`config.mk`:
```
export PLATFORM = sky130hd
export DESIGN_NAME = envcmd_rx
export DESIGN_NICKNAME = d
export VERILOG_FILES = /design/src/rtl/fcr_pkg.sv /design/src/rtl/fcr_timebase.sv /design/src/rtl/fcr_envelope.sv /design/src/rtl/fcr_blanker.sv /design/src/rtl/envcmd_rx.sv
export SDC_FILE = /design/constraint.sdc
export NUM_CORES = 1
export LEC_CHECK = 0
export BUFFER_PORTS_ARGS = -buffer_cell sky130_fd_sc_hd__buf_4
export CAP_MARGIN = 20
export CORE_ASPECT_RATIO = 1.1
export CORE_UTILIZATION = 55
export DETAILED_ROUTE_END_ITERATION = 10
export PLACE_DENSITY = 0.85
export REMOVE_ABC_BUFFERS = 1
export SLEW_MARGIN = 20
export SYNTH_ARGS = -nofsm -noshare
export SYNTH_HDL_FRONTEND = slang
export SYNTH_HIERARCHICAL = 1
export SYNTH_SLANG_ARGS = --single-unit
```
`constraint.sdc`:
```
create_clock -name clk -period 9.6 [get_ports clk]
set_input_delay 1.92 -clock clk [delete_from_list [all_inputs] [get_ports clk]]
set_output_delay 1.92 -clock clk [all_outputs]
set_load 0.1 [all_outputs]
```
`src/rtl/fcr_pkg.sv`:
```
package fcr_pkg;

    typedef enum logic [2:0] {
        KIND_NONE       = 3'd0,
        KIND_RESET      = 3'd1,
        KIND_READ_ID    = 3'd2,
        KIND_READ_CFG   = 3'd3,
        KIND_WRITE_CFG  = 3'd4,
        KIND_WRITE_WORD = 3'd5
    } cmd_kind_e;

    typedef enum logic [1:0] {
        ST_READ = 2'd0,
        ST_WAIT = 2'd1,
        ST_RX   = 2'd2,
        ST_GAP  = 2'd3
    } rx_state_e;

    localparam logic [7:0] OP_RESET     = 8'hA0;
    localparam logic [7:0] OP_READ_ID   = 8'hA5;
    localparam logic [7:0] OP_READ_CFG  = 8'hF0;
    localparam logic [7:0] OP_WRITE_CFG = 8'hD3;
    localparam logic [3:0] OP_WRITE_HI  = 4'b1100;

    function automatic cmd_kind_e decode_first(input logic [7:0] b);
        cmd_kind_e k;
        k = KIND_NONE;
        if (b == OP_RESET)                 k = KIND_RESET;
        else if (b == OP_READ_ID)          k = KIND_READ_ID;
        else if (b == OP_READ_CFG)         k = KIND_READ_CFG;
        else if (b == OP_WRITE_CFG)        k = KIND_WRITE_CFG;
        else if (b[7:4] == OP_WRITE_HI)    k = KIND_WRITE_WORD;
        return k;
    endfunction

endpackage

```
`src/rtl/fcr_timebase.sv`:
```
module fcr_timebase #(
    parameter int BIT_SLOW = 64,
    parameter int BIT_FAST = 32
) (
    input  logic clk,
    input  logic rst_n,
    input  logic half_rate,
    input  logic restart,
    output logic bit_end,
    output logic eighth_tick,
    output logic half_end,
    output logic second_half
);
    localparam int PW = $clog2(BIT_SLOW);

    logic [PW-1:0] phase_d, phase_q;
    logic [PW:0]   bit_len, half_len, eighth_len, ph_ext;

    always_comb begin
        bit_len     = half_rate ? (PW+1)'(BIT_FAST) : (PW+1)'(BIT_SLOW);
        half_len    = bit_len >> 1;
        eighth_len  = bit_len >> 3;
        ph_ext      = {1'b0, phase_q};
        bit_end     = ph_ext >= (bit_len - 1'b1);
        half_end    = ph_ext == (half_len - 1'b1);
        second_half = ph_ext >= half_len;
        eighth_tick = (ph_ext & (eighth_len - 1'b1)) == (eighth_len - 1'b1);
        if (restart || bit_end) phase_d = '0;
        else                    phase_d = phase_q + 1'b1;
    end

    always_ff @(posedge clk or negedge rst_n) begin
        if (!rst_n) phase_q <= '0;
        else        phase_q <= phase_d;
    end

    AST_PHASE_IN_BIT: assert property (@(posedge clk) disable iff (!rst_n)
        ($past(half_rate) == half_rate) |-> (ph_ext < bit_len)) else $error("phase out of bit");

endmodule

```
`src/rtl/fcr_envelope.sv`:
```
module fcr_envelope #(
    parameter int HI_MIN = 4
) (
    input  logic clk,
    input  logic rst_n,
    input  logic clear,
    input  logic sample_en,
    input  logic fld_hi,
    output logic arm
);
    localparam int HW = $clog2(HI_MIN + 1);

    typedef struct packed {
        logic [HW-1:0] hi_cnt;
        logic          lo_seen;
    } env_t;

    env_t e_d, e_q;

    always_comb begin
        e_d = e_q;
        arm = sample_en && e_q.lo_seen && fld_hi && !clear;
        if (clear) begin
            e_d = '0;
        end else if (sample_en) begin
            if (e_q.lo_seen) begin
                if (fld_hi) e_d = '0;
            end else if (fld_hi) begin
                if (e_q.hi_cnt != HW'(HI_MIN)) e_d.hi_cnt = e_q.hi_cnt + 1'b1;
            end else if (e_q.hi_cnt == HW'(HI_MIN)) begin
                e_d.lo_seen = 1'b1;
            end else begin
                e_d.hi_cnt = '0;
            end
        end
    end

    always_ff @(posedge clk or negedge rst_n) begin
        if (!rst_n) e_q <= '0;
        else        e_q <= e_d;
    end

    AST_DIP_AFTER_HIGHS: assert property (@(posedge clk) disable iff (!rst_n)
        $rose(e_q.lo_seen) |-> ($past(e_q.hi_cnt) == HW'(HI_MIN))) else $error("dip without highs");

endmodule

```
`src/rtl/fcr_blanker.sv`:
```
module fcr_blanker #(
    parameter int SPAN = 128
) (
    input  logic clk,
    input  logic rst_n,
    input  logic start,
    input  logic tick,
    output logic active
);
    localparam int CW = $clog2(SPAN + 1);

    logic [CW-1:0] cnt_d, cnt_q;

    always_comb begin
        active = cnt_q != '0;
        cnt_d  = cnt_q;
        if (start)                cnt_d = CW'(SPAN);
        else if (tick && active)  cnt_d = cnt_q - 1'b1;
    end

    always_ff @(posedge clk or negedge rst_n) begin
        if (!rst_n) cnt_q <= CW'(SPAN);
        else        cnt_q <= cnt_d;
    end

    AST_BLANK_ENDS_ON_TICK: assert property (@(posedge clk) disable iff (!rst_n)
        $fell(active) |-> $past(tick)) else $error("blank ended off tick");

endmodule

```
`src/rtl/envcmd_rx.sv`:
```
module envcmd_rx
    import fcr_pkg::*;
#(
    parameter int BIT_SLOW       = 64,
    parameter int BIT_FAST       = 32,
    parameter int SYNC_HI_MIN    = 4,
    parameter int SYNC_WDOG_BITS = 8,
    parameter int GAP_WDOG_BITS  = 2,
    parameter int BLANK_BITS     = 128,
    parameter int START_LOWS     = 3,
    parameter int FRAME_BYTES    = 4
) (
    input  logic        clk,
    input  logic        rst_n,
    input  logic        half_rate,
    input  logic        fld_hi,
    output logic        mod_on,
    output logic        cmd_valid,
    output logic [2:0]  cmd_kind,
    output logic [31:0] cmd_frame,
    output logic        abort,
    output logic        timeout
);
    localparam int FRAME_W = FRAME_BYTES * 8;
    localparam int WD_W    = $clog2(SYNC_WDOG_BITS + 1);
    localparam int LR_W    = $clog2(START_LOWS + 1);
    localparam int BYTE_W  = (FRAME_BYTES > 1) ? $clog2(FRAME_BYTES) : 1;

    typedef struct packed {
        rx_state_e          state;
        logic               from_read;
        logic [WD_W-1:0]    wdog;
        logic [LR_W-1:0]    low_run;
        logic [2:0]         bit_cnt;
        logic [BYTE_W-1:0]  byte_cnt;
        logic [FRAME_W-1:0] shreg;
        cmd_kind_e          pend_kind;
        logic               cmd_valid;
        cmd_kind_e          cmd_kind;
        logic [FRAME_W-1:0] frame;
        logic               abort;
        logic               timeout;
    } regs_t;

    regs_t r_d, r_q;

    logic tb_restart, tb_bit_end, tb_eighth, tb_half_end, tb_second_half;
    logic env_arm, env_clear, blank_start, blank_active;
    logic [WD_W-1:0]    wd_lim;
    logic [7:0]         nb;
    logic [FRAME_W-1:0] nf;
    cmd_kind_e          k;

    fcr_timebase #(.BIT_SLOW(BIT_SLOW), .BIT_FAST(BIT_FAST)) i_timebase (
        .clk(clk), .rst_n(rst_n), .half_rate(half_rate), .restart(tb_restart),
        .bit_end(tb_bit_end), .eighth_tick(tb_eighth), .half_end(tb_half_end),
        .second_half(tb_second_half)
    );

    assign env_clear = (r_q.state != ST_READ) || blank_active;

    fcr_envelope #(.HI_MIN(SYNC_HI_MIN)) i_envelope (
        .clk(clk), .rst_n(rst_n), .clear(env_clear), .sample_en(tb_bit_end),
        .fld_hi(fld_hi), .arm(env_arm)
    );

    fcr_blanker #(.SPAN(BLANK_BITS)) i_blanker (
        .clk(clk), .rst_n(rst_n), .start(blank_start), .tick(tb_bit_end),
        .active(blank_active)
    );

    always_comb begin
        r_d           = r_q;
        r_d.cmd_valid = 1'b0;
        r_d.abort     = 1'b0;
        r_d.timeout   = 1'b0;
        tb_restart    = 1'b0;
        blank_start   = 1'b0;
        wd_lim = r_q.from_read ? WD_W'(SYNC_WDOG_BITS) : WD_W'(GAP_WDOG_BITS);
        nb     = {r_q.shreg[6:0], fld_hi};
        nf     = {r_q.shreg[FRAME_W-2:0], fld_hi};
        k      = decode_first(nb);
        case (r_q.state)
            ST_READ: begin
                if (env_arm) begin
                    r_d.state     = ST_WAIT;
                    r_d.from_read = 1'b1;
                    r_d.wdog      = '0;
                    r_d.low_run   = '0;
                    r_d.shreg     = '0;
                    r_d.byte_cnt  = '0;
                    r_d.bit_cnt   = '0;
                    tb_restart    = 1'b1;
                end
            end
            ST_WAIT: begin
                if (tb_eighth && !fld_hi && r_q.low_run == LR_W'(START_LOWS - 1)) begin
                    r_d.state   = ST_RX;
                    r_d.bit_cnt = '0;
                    r_d.low_run = '0;
                    tb_restart  = 1'b1;
                end else begin
                    if (tb_eighth) r_d.low_run = fld_hi ? '0 : r_q.low_run + 1'b1;
                    if (tb_bit_end) begin
                        if (r_q.wdog == wd_lim - 1'b1) begin
                            r_d.timeout = 1'b1;
                            r_d.state   = ST_READ;
                            blank_start = r_q.from_read;
                        end else begin
                            r_d.wdog = r_q.wdog + 1'b1;
                        end
                    end
                end
            end
            ST_RX: begin
                if (tb_bit_end) begin
                    r_d.shreg   = nf;
                    r_d.bit_cnt = r_q.bit_cnt + 1'b1;
                    if (r_q.bit_cnt == 3'd7) begin
                        if (r_q.byte_cnt == '0) begin
                            if (k == KIND_WRITE_CFG || k == KIND_WRITE_WORD) begin
                                r_d.state     = ST_GAP;
                                r_d.pend_kind = k;
                                r_d.byte_cnt  = BYTE_W'(1);
                                tb_restart    = 1'b1;
                            end else if (k == KIND_NONE) begin
                                r_d.abort = 1'b1;
                                r_d.state = ST_READ;
                            end else begin
                                r_d.cmd_valid = 1'b1;
                                r_d.cmd_kind  = k;
                                r_d.frame     = {nb, {(FRAME_W-8){1'b0}}};
                                r_d.state     = ST_READ;
                                blank_start   = (k == KIND_RESET);
                            end
                        end else if (r_q.byte_cnt == BYTE_W'(FRAME_BYTES - 1)) begin
                            r_d.cmd_valid = 1'b1;
                            r_d.cmd_kind  = r_q.pend_kind;
                            r_d.frame     = nf;
                            r_d.state     = ST_READ;
                        end else begin
                            r_d.state    = ST_GAP;
                            r_d.byte_cnt = r_q.byte_cnt + 1'b1;
                            tb_restart   = 1'b1;
                        end
                    end
                end
            end
            ST_GAP: begin
                if (tb_half_end) begin
                    r_d.state     = ST_WAIT;
                    r_d.from_read = 1'b0;
                    r_d.wdog      = '0;
                    r_d.low_run   = '0;
                    tb_restart    = 1'b1;
                end
            end
            default: r_d.state = ST_READ;
        endcase
    end

    always_ff @(posedge clk or negedge rst_n) begin
        if (!rst_n) begin
            r_q           <= '0;
            r_q.state     <= ST_READ;
            r_q.pend_kind <= KIND_NONE;
            r_q.cmd_kind  <= KIND_NONE;
        end else begin
            r_q <= r_d;
        end
    end

    assign mod_on    = (r_q.state == ST_WAIT) || ((r_q.state == ST_RX) && tb_second_half);
    assign cmd_valid = r_q.cmd_valid;
    assign cmd_kind  = r_q.cmd_kind;
    assign cmd_frame = r_q.frame[31:0];
    assign abort     = r_q.abort;
    assign timeout   = r_q.timeout;

    AST_ONE_EVENT: assert property (@(posedge clk) disable iff (!rst_n)
        $onehot0({cmd_valid, abort, timeout})) else $error("strobes overlap");

    AST_WDOG_LIMIT: assert property (@(posedge clk) disable iff (!rst_n)
        (r_q.state == ST_WAIT) |-> (r_q.wdog < wd_lim)) else $error("wait overran");

    AST_NO_ARM_BLANKED: assert property (@(posedge clk) disable iff (!rst_n)
        blank_active |-> !env_arm) else $error("armed while blanked");

    AST_START_LOW: assert property (@(posedge clk) disable iff (!rst_n)
        $rose(r_q.state == ST_RX) |-> $past(!fld_hi)) else $error("rx without low");

    AST_SAMPLE_LOAD_ON: assert property (@(posedge clk) disable iff (!rst_n)
        (r_q.state == ST_RX && tb_bit_end) |-> mod_on) else $error("sample with load off");

    AST_WRITE_OPCODE: assert property (@(posedge clk) disable iff (!rst_n)
        (cmd_valid && cmd_kind == KIND_WRITE_WORD) |-> (cmd_frame[31:28] == OP_WRITE_HI)) else $error("bad write op");

endmodule

```
==> results.cfg, run 1 <==
[min_path]
hold_class = flip-flop to flip-flop

[critical_path]
worstSetupPathType = primary input to primary output
crit_fanout = 3
endpoint_kind = primary output
crit_required_ns = 7.68
start_kind = primary input
arrival_ns = 3.14

[clock_network]
clock_sinks = 104
postCtsHoldBufs = 0
post-cts-setup-buffers = 0
clock_latency_ns = 0.39
cts_resized = 0
htree_levels = 3
clkTransAtPathRegs_ns = 0.10
cts-root-buf = clkbuf_8
cts_tree = yes
clockBufferDepth = 2
cts_buffers = 9

[final_layout]
drive_gt1_frac = 0.141
n_fill_cell = 844
seq_area_um2 = 2600
diodes = 0
synthToLayoutAreaGrowth_pct = 5.53
design_area_um2 = 6040
multi_input_area_um2 = 2520
fin_nets = 629

[synth]
synth_commonest_cells = 103 x dfrtp_1, 79 x nand2_1, 54 x inv_1, 43 x nand3_1, 36 x buf_4
avgSynthCellArea_um2 = 9.29
ys.flop_type = dfrtp_1
async_flop_share = 1.00
synth_top_area_share = 0.451
syn_inst = 616
synth_area_leaders = dfrtp_1 45%, nand2_1 5.2%, buf_4 4.7%
yosysWarnings = 6
synth.largest_area_cell = dfrtp_1
synth_seq_cells = 104
ys_types = 73
syn-cell-area_um2 = 5720
yosys.cell_count.top_type = dfrtp_1
synth_edf_count = 0
seq_area_frac_synth = 0.455

[die]
die_y_um = 109
core-area_um2 = 9980
die_width_um = 99.2
dieArea_um2 = 10800
start_util = 0.573
ios = 43
rows = 38

[timing]
setup_viol = 0
layout_min_cycle_time_ns = 5.06
fmax_ghz = 0.198
hold_viol = 0
post-route-period-util = 0.527
fin_tns_setup_ns = 0
clock_skew_ns = 0.0133
worst_slew_pin_slew_ns = 1.08
drv_slew = 0
rsz0062_at_grt = no
slew-limit-headroom = 0.281

[global_route]
antenna_found_initial = 0
first_global_vias = 4352
track_usage = 0.239
grt_max_degree = 61
grt-ovfl-total = 0
grt_first_pass_wirelength_mm = 20.3

[detailed_routing]
via_count = 4502
vias_per_cell = 6.15
wl_mm = 12.2
wl_per_cell_um = 16.6
drc_errors = 0
first_pass_iters = 4
drt-initial-drc-count = 216
ant_nets = 0

[pwr]
p_leak_nw = 2.98
p_per_area_nw_per_um2 = 183
vdd_drop_max_v = 0.0000965

[placed_design]
gp_congestion = 0.821
io_buffer_count = 42
place_area_um2 = 5820
hpwl_mm = 8.04

[flow_run]
drv_cap = 0

[outcome]
status = completed
[logic make-up after synthesis]
group,share of synthesized area
DFF,0.455
and+or+nand+nor,0.199
muxes,0.0133
xor gates and xnor gates,0.00153
buffers and inverters,0.107
adders and majority gates,0.0394
AOI/OAI and AO/OA,0.185
[layer usage]
layer / global-route usage / vias up / wire length (µm)
li1: - / 2125 / -
met1: 0.279 / 2210 / 5170
met2: 0.418 / 138 / 6080
met3: 0.0590 / 29 / 643
met4: 0.106 / 0 / 263
met5: 0 / - / 0
[cells in the final DEF, fill, tap and decap left out, types with 10 or more instances in the layout]
cell type / instances
dfrtp_1: 103
nand3_1: 43
inv_1: 54
a22oi_1: 27
a21oi_1: 14
nor2_1: 19
o21ai_1: 13
nor2b_1: 10
buf_4: 47
ha_1: 18
o21ai_0: 27
nand2_1: 79
[state kept, by name, summed over array words and instances, names as in the netlist, 3 cells and up]
register	flops
nf	24
i_blanker/cnt_q	8
r_q	17
cmd_frame	32
cmd_kind	3
nb	7
i_envelope/e_q	4
i_timebase/phase_q	6
[critical path: stages]
cell     delay (ns)
buf_4          0.12
ha_1           0.29
nand2_1        0.06
o31ai_1        0.22
a21o_1         0.15
a21o_1         0.10
buf_4          0.28
[metrics by stage]
| stage | utilization | std cells | hold slack, ns | worst slack (ns) | power, mW |
|---|---|---|---|---|---|
| floorplan | - | 549 | 0.440 | 4.47 | 0.729 |
| global route | 0.605 | 732 | 0.520 | 4.47 | 1.16 |
| CTS | 0.604 | 732 | 0.485 | 4.55 | 1.11 |
| global placement | 0.583 | 716 | 0.452 | 4.57 | 0.797 |
| finish | 0.605 | 732 | 0.485 | 4.54 | 1.11 |
| detailed placement | 0.583 | 716 | 0.461 | 4.44 | 0.818 |
[where the power goes]
| part | switching (mW) | total [mW] | internal, mW |
|---|---|---|---|
| clock network | 0.166 | 0.293 | 0.127 |
| registers | 0.0399 | 0.511 | 0.471 |
| logic | 0.198 | 0.303 | 0.106 |
[worst paths after layout]
kind                                                startpoint                              end  slack [ns]  cells past startpoint
min in group asynchronous                                rst_n  i_timebase/phase_q[2]$_DFF_PN0_        1.49                      1
worst min register to register              nf[31]$_DFFE_PN0P_               nf[31]$_DFFE_PN0P_        0.49                      2
worst max register to register  i_blanker/cnt_q[0]$_DFFE_PN0P_              r_q[74]$_DFFE_PN0P_        5.91                     10
worst max-delay path                                 half_rate                           mod_on        4.54                      7
max in group asynchronous                                rst_n         cmd_frame[7]$_DFFE_PN0P_        6.90                      2
worst min-delay path                        nf[31]$_DFFE_PN0P_               nf[31]$_DFFE_PN0P_        0.49                      2
[final cells by class]
| cell class | instances | share of cell area |
|---|---|---|
| clock buffers | 9 | 0.0205 |
| clock inverters | 7 | 0.0145 |
| inverters | 54 | 0.0336 |
| multi-input cells | 391 | 0.417 |
| flip-flops and latches | 104 | 0.431 |
| well taps | 120 | 0.0249 |
| repair buffers | 47 | 0.0584 |
(Power assumes the default switching activity.)
==> inputs of run 2 (changes only) <==
--- a/config.mk
+++ b/config.mk
@@ -10,7 +10,7 @@
 export CORE_ASPECT_RATIO = 1.1
 export CORE_UTILIZATION = 55
 export DETAILED_ROUTE_END_ITERATION = 10
-export PLACE_DENSITY = 0.85
+export PLACE_DENSITY = 0.88
 export REMOVE_ABC_BUFFERS = 1
 export SLEW_MARGIN = 20
 export SYNTH_ARGS = -nofsm -noshare
==> constraint.sdc (replaced) <==
create_clock -name clk -period 4.6 [get_ports clk]
set_input_delay 0.92 -clock clk [delete_from_list [all_inputs] [get_ports clk]]
set_output_delay 0.92 -clock clk [all_outputs]
set_load 0.1 [all_outputs]
==> results.cfg, run 2 (synthesized netlist as in run 1, its figures left out) <==
[global_route]
grt-ovfl-total = 0
grt-busiest-layer = met2
grt_first_pass_wirelength_mm = 19.9
grt_max_degree = 80
antenna_found_initial = 0
use_met2 = 0.394
grtUsageMet1 = 0.289
grt_util_met3 = 0.0577
track_usage = 0.234
first_global_vias = 4238

[final_layout]
synthToLayoutAreaGrowth_pct = 4.83
fin_nets = 632
diodes = 0
layout_common_cells = 103 x dfrtp_1, 79 x nand2_1, 54 x inv_1, 50 x buf_4, 43 x nand3_1
largest_reg_flops = 32
final_cells = 734
n_fill_cell = 813
drive_gt1_frac = 0.138
mostFrequentLayoutCell = dfrtp_1

[detailed_routing]
ant_nets = 0
wl_per_cell_um = 16.3
via_count = 4478
wl_mm = 12.0
drc_errors = 0
vias_per_cell = 6.10
drt-initial-drc-count = 280
first_pass_iters = 5

[placed_design]
post-place-cells = 719
io_buffer_count = 42
dp_slack_ns = 0.657
hpwl_mm = 8.10
gp_congestion = 0.863

[pwr]
fin_total_pwr_mw = 2.20
p_per_area_nw_per_um2 = 367
p_leak_nw = 2.97
vdd_drop_max_v = 0.000207

[timing]
worst_slew_pin_slew_ns = 1.01
fin_tns_setup_ns = 0
rsz0062_at_grt = no
fin_ws_ns = 1.00
post-route-period-util = 0.782
fmax_ghz = 0.278
hold_viol = 0
drv_slew = 0
clock_skew_ns = 0.0164
layout_min_cycle_time_ns = 3.60
slew-limit-headroom = 0.329
setup_viol = 0

[min_path]
min_from = r_q[75]$_DFFE_PN0P_
hold_class = flip-flop to flip-flop
hold_end = r_q[75]$_DFFE_PN0P_
holdPathStages = 1

[critical_path]
regToRegSetupSlack_ns = 1.02
crit_fanout = 19
reg2reg_to = r_q[82]$_DFFE_PN0P_
worstSetupPathType = primary input to flip-flop
crit_chain = buf_4, ha_1, nand4_1, nor2_1, or2_2, nand2_1, nor3_1, nor2b_4, or3_4, or3b_2, o311ai_2
start_kind = primary input
crit_slowest_cell = or3b_2
worstRegToRegCells = 10
arrival_ns = 3.88
max_stage_delay_ns = 0.47
endpoint_kind = flip-flop
crit_required_ns = 4.88
r2r_start = i_blanker/cnt_q[0]$_DFFE_PN0P_

[clock_network]
clock_latency_ns = 0.39
htree_levels = 3
cts_buffers = 9
clockBufferDepth = 2
cts_resized = 0
post-cts-setup-buffers = 0
cts_tree = yes
clkTransAtPathRegs_ns = 0.09
cts-root-buf = clkbuf_8
clock_sinks = 104
postCtsHoldBufs = 0

[flow_run]
drv_cap = 0

[die]
core-area_um2 = 9980
die_y_um = 109
dieArea_um2 = 10800
ios = 43
rows = 38
start_util = 0.573
die_width_um = 99.2

[outcome]
status = completed
-- run 2: cell types whose count changed in the layout (fill, tap and decap cells not counted), moves of 2 or more --
cell,previous run,this run
clkinvlp_4,2,0
buf_4,47,50
clkinv_2,0,2
inv_8,3,0
clkbuf_1,0,3
-- run 2: where the power goes --
part | internal (mW) | switching, mW | total, mW | leakage [nW]
Sequential | 0.982 | 0.0807 | 1.06 | 1.29
Combinational | 0.225 | 0.405 | 0.630 | 1.60
Clock | 0.195 | 0.312 | 0.507 | 0.0806
Total | 1.40 | 0.798 | 2.20 | 2.97
-- run 2: final cells by class --
cell class | count | area [µm²] | area share
Clock buffer | 12 | 135 | 0.0225
Clock inverter | 3 | 18.8 | 0.00313
Inverter | 54 | 203 | 0.0338
Multi-Input combinational cell | 391 | 2510 | 0.419
Sequential cell | 104 | 2600 | 0.434
Tap cell | 120 | 150 | 0.0250
Timing Repair Buffer | 50 | 375 | 0.0626
-- run 2: worst max-delay path: cells and delay by family --
kind,cells,cell delay [ns]
and+or+nand+nor,8,2.29
buffers and inverters,1,0.12
adders and majority gates,1,0.33
AOI/OAI and AO/OA,1,0.21
-- run 2: how the worst max path moves through the flow --
stage / depth (start not counted) / startpoint / to / slack, ns
finish: 11 / half_rate / r_q[82]$_DFFE_PN0P_ / 1.00
global route: 11 / i_blanker/cnt_q[0]$_DFFE_PN0P_ / nf[18]$_DFFE_PN0P_ / 0.74
CTS: 10 / i_blanker/cnt_q[0]$_DFFE_PN0P_ / r_q[82]$_DFFE_PN0P_ / 1.04
detailed placement: 11 / half_rate / r_q[82]$_DFFE_PN0P_ / 0.66
global placement: 11 / half_rate / r_q[82]$_DFFE_PN0P_ / 0.74
floorplan: 8 / half_rate / cmd_frame[10]$_DFFE_PN0P_ / 0.61
-- run 2: layer usage --
| metal | vias to the layer above | share of wire |
|---|---|---|
| met1 | 2188 | 0.43 |
| li1 | 2122 | - |
| met3 | 34 | 0.048 |
| met4 | 0 | 0.028 |
| met5 | - | 0 |
| met2 | 134 | 0.50 |
-- run 2: per-stage QoR --
stage,utilization,instance area (µm²),hold WS (ns)
floorplan,-,5310,0.440
global placement,0.585,5840,0.454
detailed placement,0.585,5840,0.486
CTS,0.601,6000,0.501
global route,0.601,6000,0.519
finish,0.601,6000,0.496
==> inputs of run 3 (changes only) <==
--- a/config.mk
+++ b/config.mk
@@ -5,6 +5,7 @@
 export SDC_FILE = /design/constraint.sdc
 export NUM_CORES = 1
 export LEC_CHECK = 0
+export ABC_AREA = 1
 export BUFFER_PORTS_ARGS = -buffer_cell sky130_fd_sc_hd__buf_4
 export CAP_MARGIN = 20
 export CORE_ASPECT_RATIO = 1.1
==> constraint.sdc (replaced) <==
create_clock -name clk -period 3.3 [get_ports clk]
set_input_delay 0.66 -clock clk [delete_from_list [all_inputs] [get_ports clk]]
set_output_delay 0.66 -clock clk [all_outputs]
set_load 0.1 [all_outputs]
==> results.cfg, run 3 <==
[outcome]
status = completed

[die]
core-area_um2 = 9940
die_width_um = 98.7
ios = 43
start_util = 0.570
rows = 38
dieArea_um2 = 10700
die_y_um = 108

[clock_network]
cts_tree = yes
post-cts-setup-buffers = 0
postCtsHoldBufs = 0
clock_latency_ns = 0.38
cts_buffers = 9
clock_sinks = 104
clkTransAtPathRegs_ns = 0.10
clockBufferDepth = 2
htree_levels = 3
cts-root-buf = clkbuf_8
cts_resized = 0

[detailed_routing]
via_count = 4412
wl_mm = 11.0
wl_per_cell_um = 13.4
drt-initial-drc-count = 256
first_pass_iters = 4
drc_errors = 0
vias_per_cell = 5.39
ant_nets = 0

[min_path]
hold_class = primary input to async pin

[critical_path]
crit_chain = inv_1, ha_1, nand3_1, nor2_4, inv_1, or2_2, nor2_1, inv_1, nand2_1, o21ai_0, nor3_1, inv_1, nand2_1, o21ai_0
regToRegSetupSlack_ns = 0.37
cpLargestDelayFamily = simple AND/OR/NAND/NOR gates
crit_fanout = 6
worstSetupPathType = flip-flop to flip-flop
endpoint_kind = flip-flop
start_kind = flip-flop
r2r_start = i_blanker/cnt_q[0]$_DFFE_PN0P_
crit_cells = 14
crit_start = i_blanker/cnt_q[0]$_DFFE_PN0P_
crit_path_end = r_q[75]$_DFFE_PN0P_
reg2reg_to = r_q[75]$_DFFE_PN0P_
crit_slowest_cell = nor3_1
worstRegToRegCells = 14
crit_required_ns = 3.55
arrival_ns = 3.18
max_stage_delay_ns = 0.42
crit_top_cell = inv_1
critical_path_buf_inv_count = 4

[synth]
synth_area_leaders = dfrtp_1 46%, nand2_1 11%, inv_1 5.8%
ys_types = 44
synth_top_area_share = 0.455
syn_inst = 691
yosys.cell_count.top_type = nand2_1
syn-cell-area_um2 = 5660
avgSynthCellArea_um2 = 8.19
yosysWarnings = 6
synth_seq_cells = 104
synth_edf_count = 0
synth_commonest_cells = 164 x nand2_1, 103 x dfrtp_1, 87 x inv_1, 59 x nand3_1, 52 x o21ai_0
synth.largest_area_cell = dfrtp_1
seq_area_frac_synth = 0.460
async_flop_share = 1.00
ys.flop_type = dfrtp_1

[pwr]
vdd_drop_max_v = 0.000329
p_per_area_nw_per_um2 = 471
p_leak_nw = 3.11
fin_total_pwr_mw = 2.82

[global_route]
grt-busiest-layer = met2
grtUsageMet1 = 0.272
grt_first_pass_wirelength_mm = 18.5
use_met2 = 0.385
track_usage = 0.219
antenna_found_initial = 0
grt-ovfl-total = 0
grt_util_met3 = 0.0407
first_global_vias = 4089
grt_max_degree = 91

[final_layout]
drive_gt1_frac = 0.170
final_cells = 819
largest_reg_flops = 32
diodes = 0
mostFrequentLayoutCell = nand2_1
layout_common_cells = 164 x nand2_1, 103 x dfrtp_1, 87 x inv_1, 59 x nand3_1, 52 x o21ai_0
synthToLayoutAreaGrowth_pct = 5.99
fin_nets = 716

[timing]
drv_slew = 0
post-route-period-util = 0.886
fmax_ghz = 0.342
layout_min_cycle_time_ns = 2.93
worst_slew_pin_slew_ns = 0.914
hold_viol = 0
whs_ns = 0.349
setup_viol = 0
rsz0062_at_grt = no
clock_skew_ns = 0.0134
fin_tns_setup_ns = 0
slew-limit-headroom = 0.387

[placed_design]
hpwl_mm = 7.54
io_buffer_count = 42
post-place-cells = 803
gp_congestion = 0.860

[flow_run]
drv_cap = 0
run 3: cell types whose count changed after synthesis, sizes merged, moves of 8 or more:
cell,delta
nand2,+103
nand4,+10
nand3,+19
a21oi,-10
nor2,+31
a211oi,-8
clkbuf,-9
a22oi,-26
inv,+37
nor2b,-11
o21ai,+41
run 3: where the power goes:
part           total, mW  internal, mW  switching (mW)
combinational      0.534         0.197           0.337
clock              0.832         0.378           0.454
sequential          1.46          1.36          0.0990
run 3: how the worst min path moves through the flow:
| stage | start | end | slack, ns |
|---|---|---|---|
| 2_1_floorplan | rst_n | abort$_DFF_PN0_ | 0.36 |
| 3_3_place_gp | r_q[40]$_DFFE_PN0P_ | r_q[40]$_DFFE_PN0P_ | 0.46 |
| 3_5_place_dp | r_q[40]$_DFFE_PN0P_ | r_q[40]$_DFFE_PN0P_ | 0.46 |
| 4_1_cts | r_q[40]$_DFFE_PN0P_ | r_q[40]$_DFFE_PN0P_ | 0.48 |
| 5_1_grt | rst_n | nf[9]$_DFFE_PN0P_ | 0.40 |
| 6_report | rst_n | cmd_frame[10]$_DFFE_PN0P_ | 0.35 |
run 3: layer usage:
metal / up-vias / share of wire
li1: 2166 / -
met1: 2143 / 0.44
met2: 94 / 0.51
met3: 9 / 0.036
met4: 0 / 0.012
met5: - / 0
run 3: cell families after synthesis:
| group | after synthesis | synth area share |
|---|---|---|
| buf+inv | 148 | 0.131 |
| fa+ha+maj | 18 | 0.0398 |
| xor+xnor | 4 | 0.00619 |
| flops | 104 | 0.460 |
| compound gates | 98 | 0.102 |
| simple gates | 319 | 0.261 |
run 3: final cells by class:
class	count	area [µm²]
Clock buffer	11	141
Timing Repair Buffer	47	369
Fill cell	819	3940
Clock inverter	5	61.3
Inverter	93	349
Sequential cell	104	2600
Multi-Input combinational cell	439	2330
Tap cell	120	150
run 3: per-stage QoR:
stage               instance area (µm²)  worst slack [ns]  utilization
finish                             6000             0.375        0.604
global placement                   5790             0.329        0.583
floorplan                          5270            -0.921            -
global route                       6000             0.104        0.604
CTS                                6000             0.412        0.604
detailed placement                 5790             0.163        0.583
